**src/rtl/prg_bank_mapper.sv**
```systemverilog
module prg_bank_mapper #(
  parameter int BANK_W = 6,
  localparam int PAGE_W = BANK_W + 2,
  localparam int OFFS_W = 13
) (
  input  logic                     clk,
  input  logic                     rst,
  input  logic [15:0]              cpu_addr,
  input  logic [7:0]               cpu_data,
  input  logic                     cpu_wr,
  input  logic [13:0]              ppu_addr,
  output logic [PAGE_W+OFFS_W-1:0] prg_addr,
  output logic                     nt_a10
);

  logic [PAGE_W-1:0] slot [4];
  logic              mirror_h;

  logic              hit;
  logic [1:0]        mode;
  logic [BANK_W:0]   b_lo, b_hi;
  logic              swap;

  assign hit  = cpu_wr && (cpu_addr[15:2] == 14'h2000);
  assign mode = cpu_addr[1:0];
  assign swap = cpu_data[7];
  assign b_lo = {1'b0, cpu_data[BANK_W-1:0]};
  assign b_hi = b_lo + 1'b1;

  always_ff @(posedge clk) begin
    if (rst) begin
      for (int i = 0; i < 4; i++) slot[i] <= PAGE_W'(i);
      mirror_h <= 1'b0;
    end else if (hit) begin
      case (mode)
        2'd0: begin
          slot[0]  <= {b_lo, swap};
          slot[1]  <= {b_lo, ~swap};
          slot[2]  <= {b_hi, swap};
          slot[3]  <= {b_hi, ~swap};
          mirror_h <= cpu_data[6];
        end
        2'd2: begin
          for (int i = 0; i < 4; i++) slot[i] <= {b_lo, swap};
        end
        default: begin
          slot[2] <= {b_lo, swap};
          slot[3] <= {b_lo, ~swap};
          if (mode == 2'd3) mirror_h <= cpu_data[6];
        end
      endcase
    end
  end

  assign prg_addr = {slot[cpu_addr[14:13]], cpu_addr[OFFS_W-1:0]};
  assign nt_a10   = mirror_h ? ppu_addr[11] : ppu_addr[10];

  localparam logic [PAGE_W-1:0] ONE = PAGE_W'(1);

  a_r2_ignored_write: assert property (@(posedge clk) disable iff (rst)
    !hit |=> $stable(slot[0]) && $stable(slot[1]) && $stable(slot[2])
             && $stable(slot[3]) && $stable(mirror_h));

  a_r3_pair_order: assert property (@(posedge clk) disable iff (rst)
    (hit && mode == 2'd0) |=> (slot[1] == (slot[0] ^ ONE)) && (slot[3] == (slot[2] ^ ONE))
      && (slot[2][PAGE_W-1:1] == (PAGE_W-1)'(slot[0][PAGE_W-1:1] + 1'b1)));

  a_r4_low_slots_kept: assert property (@(posedge clk) disable iff (rst)
    (hit && mode[0]) |=> $stable(slot[0]) && $stable(slot[1]) && (slot[3] == (slot[2] ^ ONE)));

  a_r5_uniform: assert property (@(posedge clk) disable iff (rst)
    (hit && mode == 2'd2) |=> (slot[0] == slot[1]) && (slot[1] == slot[2]) && (slot[2] == slot[3]));

  a_r7_mirror_kept: assert property (@(posedge clk) disable iff (rst)
    (hit && (mode[0] ^ mode[1])) |=> $stable(mirror_h));

endmodule

```
**config.mk**
```make
export PLATFORM = sky130hd
export DESIGN_NAME = prg_bank_mapper
export DESIGN_NICKNAME = d
export VERILOG_FILES = /design/src/rtl/prg_bank_mapper.sv
export SDC_FILE = /design/constraint.sdc
export NUM_CORES = 1
export LEC_CHECK = 0
export BUFFER_PORTS_ARGS = -buffer_cell sky130_fd_sc_hd__buf_2
export CORE_ASPECT_RATIO = 0.5
export CORE_MARGIN = 4
export CORE_UTILIZATION = 51
export DETAILED_ROUTE_END_ITERATION = 6
export PLACE_DENSITY = 0.76
export SLEW_MARGIN = 20
export SYNTH_ARGS = -nofsm -noshare
export SYNTH_HDL_FRONTEND = slang
export SYNTH_SLANG_ARGS = --single-unit
```
**constraint.sdc**
```tcl
create_clock -name clk -period 1.95 [get_ports clk]
set_input_delay 0 -clock clk [delete_from_list [all_inputs] [get_ports clk]]
set_output_delay 0 -clock clk [all_outputs]
set_load 0.005 [all_outputs]
```
==> results.cfg <==
[status]
status = completed

[setup_path]
path_max_fanout = 7
critPathKind = in2reg
rr_worst_depth = 2
r2r_slack_ns = 1.37
path_cells = buf_2 -> inv_1 -> ha_1 -> nand2b_1 -> or4_1 -> a211oi_1
cp_slowest_stage_delay_ns = 0.46
start_kind = input port
crit_arrival_ns = 1.48
regToRegStartpoint = slot[3][7]
setup.worst_path.end_class = flop
critical_path_required_ns = 2.03
cp_top_family = simple AND/OR/NAND/NOR gates
cp_num_cells = 6
worst_path_max_delay_cell = or4_1
cp_num_buf_inv = 2
timing.rr.end = slot[3][7]

[timing]
relSlewSlack = 0.695
finalHoldViolCount = 0
fmax_mhz = 718
drv_slew = 0
setup_viol = 0
tns_ns = 0
period_needed_ns = 1.39
rsz0062_at_grt = no
clock_skew_ns = 0
tightestPinTransition_ns = 0.455
period_share = 0.714

[yosys]
syn-cell-area_um2 = 1980
synthSimpleGateAreaFrac = 0.250
netlist_instances = 151
synth_nets = 195
yosysTopAreaCellShare = 0.425
synthTopCellsByArea = edfxtp_1 (43%), mux4_2 (8.0%), nor4b_2 (6.8%)
synth_adder_area_share = 0.0190
synth_top_family_by_area = simple AND/OR/NAND/NOR gates
synth_ff_type = edfxtp_1
postSynth.asyncResetShare = 0
synth_edf_count = 28
avgSynthCellArea_um2 = 13.1
ys.warnings.count = 0
synth_area_leader_cell = edfxtp_1
synth_compound_area_frac = 0.0342
synth-seq-area-share = 0.456
yosysUniqueCellTypes = 36
synth_mux_area_frac = 0.121
yosys_register_bits = 31
synth-xor-area-share = 0.0310

[die]
fp.dieW_um = 96.1
core_region_area_um2 = 3580
ios = 63
fp-row-count = 15
initial_core_util = 0.551
dieHeight_um = 52.0
die-area_um2 = 5000

[layout]
final_common_cell = buf_2
antenna_cells = 0
mostFrequentLayoutCells = buf_2 (50), edfxtp_1 (28), buf_4 (11), nor4b_2 (9), nor3_1 (8)
area_growth_pct = 17.7
nets = 239
layout-drive-gt1-share = 0.454
fillers = 277

[min_path]
hold_start = cpu_addr[2]
hold_path_end = mirror_h
holdCritPathClass = in2reg
hold_depth = 4

[power_and_ir_drop]
cellPowerDensity_nw_per_um2 = 686
finalPower_mw = 1.60
ir_drop_uv = 330
p_leak_nw = 0.846

[drt]
drc = 0
routed_wl_um = 4200
firstDrtPassIters = 4
vias = 1390
drt_iter0_drc = 123
ant_nets = 0
wl_per_cell_um = 17.0
routed_via_density = 5.63

[placement]
place.gp.congestion = 0.800
port_buffers = 50
dp_hpwl_um = 3120

[clock_network]
cts_made_buffers = 5
clock_tree.root_cell = clkbuf_8
cts_setup_buffers = 0
clk_latency_ns = 0.28
cts.sinks = 31
clk_pin_slew_ns = 0.07
htreeDepth = 2
cts.path.max_buffers = 2
cts_tree = yes

[global_route]
antenna_found_initial = 0
grt_pass1_wl_um = 6990
overflow = 0
grt_usage = 0.194
grt_pass1_vias = 1384
grt_max_degree = 20

[flow_run]
cap_violations = 0
## worst max path at each step
stage,from,endpoint,slack [ns]
2_1_floorplan,cpu_addr[13],slot[0][0],0.39
5_1_grt,cpu_addr[9],slot[1][4],0.47
3_3_place_gp,cpu_addr[5],slot[3][6],0.36
3_5_place_dp,cpu_addr[0],slot[3][6],0.26
6_report,cpu_addr[0],slot[3][6],0.56
4_1_cts,cpu_addr[0],slot[3][6],0.55
## worst reg2reg max path, delay by kind of cell (launching register included)
family	cells	cell delay [ns]
DFF	1	0.34
muxes	1	0.12
and+or+nand+nor	1	0.06
## final cells by class
class | instances | area (um^2) | share of cell area
clock buffers | 5 | 68.8 | 0.0296
inverters | 3 | 11.3 | 0.00484
multi-input cells | 92 | 900 | 0.387
clock inverters | 3 | 38.8 | 0.0167
well taps | 51 | 63.8 | 0.0274
flip-flops and latches | 31 | 901 | 0.387
repair buffers | 62 | 343 | 0.147
## registers in the layout (all words and copies together), names as in the netlist
name,count
slot,30
mirror_h,1
## power breakdown
group          leakage, nW  switching [mW]  internal, mW
Clock               0.0556           0.240         0.374
Combinational        0.499           0.115         0.108
Sequential           0.292         0.00752         0.751
Total                0.846           0.362          1.23
## synth_stat cells, drive strengths merged, types with 2 or more instances
| cell | n |
|---|---|
| o21bai | 2 |
| o21ai | 3 |
| nor2b | 2 |
| clkbuf | 2 |
| nand2 | 2 |
| nor4b | 14 |
| nand3 | 2 |
| nand2b | 6 |
| a211oi | 4 |
| buf | 23 |
| inv | 3 |
| nor4 | 3 |
| nand4 | 6 |
| xor2 | 5 |
| dfxtp | 3 |
| or3 | 7 |
| edfxtp | 28 |
| xnor2 | 2 |
| ha | 3 |
| nor3 | 8 |
| mux2i | 7 |
| mux4 | 7 |
## logic make-up (layout without fill, tap and decap cells)
family,after synthesis,after routing
flip-flops,31,31
multiplexers,15,15
adder cells (fa/ha/maj),3,3
AND/OR/NAND/NOR,57,57
AO/OA/AOI/OAI,10,10
XOR/XNOR,7,7
buffers and inverters,28,73
## what timing repair did
action / in CTS / in global routing
hold buffers: 1 / 0
resized for setup: 0 / 0
endpoints found under the hold margin: 1 / 0
## stage by stage
| step | setup slack [ns] | std cells | cell area [um^2] | hold WS (ns) | utilization |
|---|---|---|---|---|---|
| after detailed placement | 0.264 | 238 | 2210 | 0.186 | 0.616 |
| after global routing | 0.471 | 247 | 2330 | 0.0997 | 0.649 |
| after global placement | 0.356 | 238 | 2210 | 0.184 | 0.616 |
| after floorplan | 0.393 | 151 | 1980 | 0.0808 | - |
| final | 0.557 | 247 | 2330 | 0.0815 | 0.649 |
| after CTS | 0.553 | 247 | 2330 | 0.0840 | 0.649 |
## routing by layer
layer,track usage,vias to the layer above,share of wire
li1,-,664,-
met1,0.256,652,0.45
met2,0.299,67,0.44
met3,0.0650,7,0.093
met4,0.0637,0,0.016
met5,0,-,0
(Power assumes the default switching activity.)
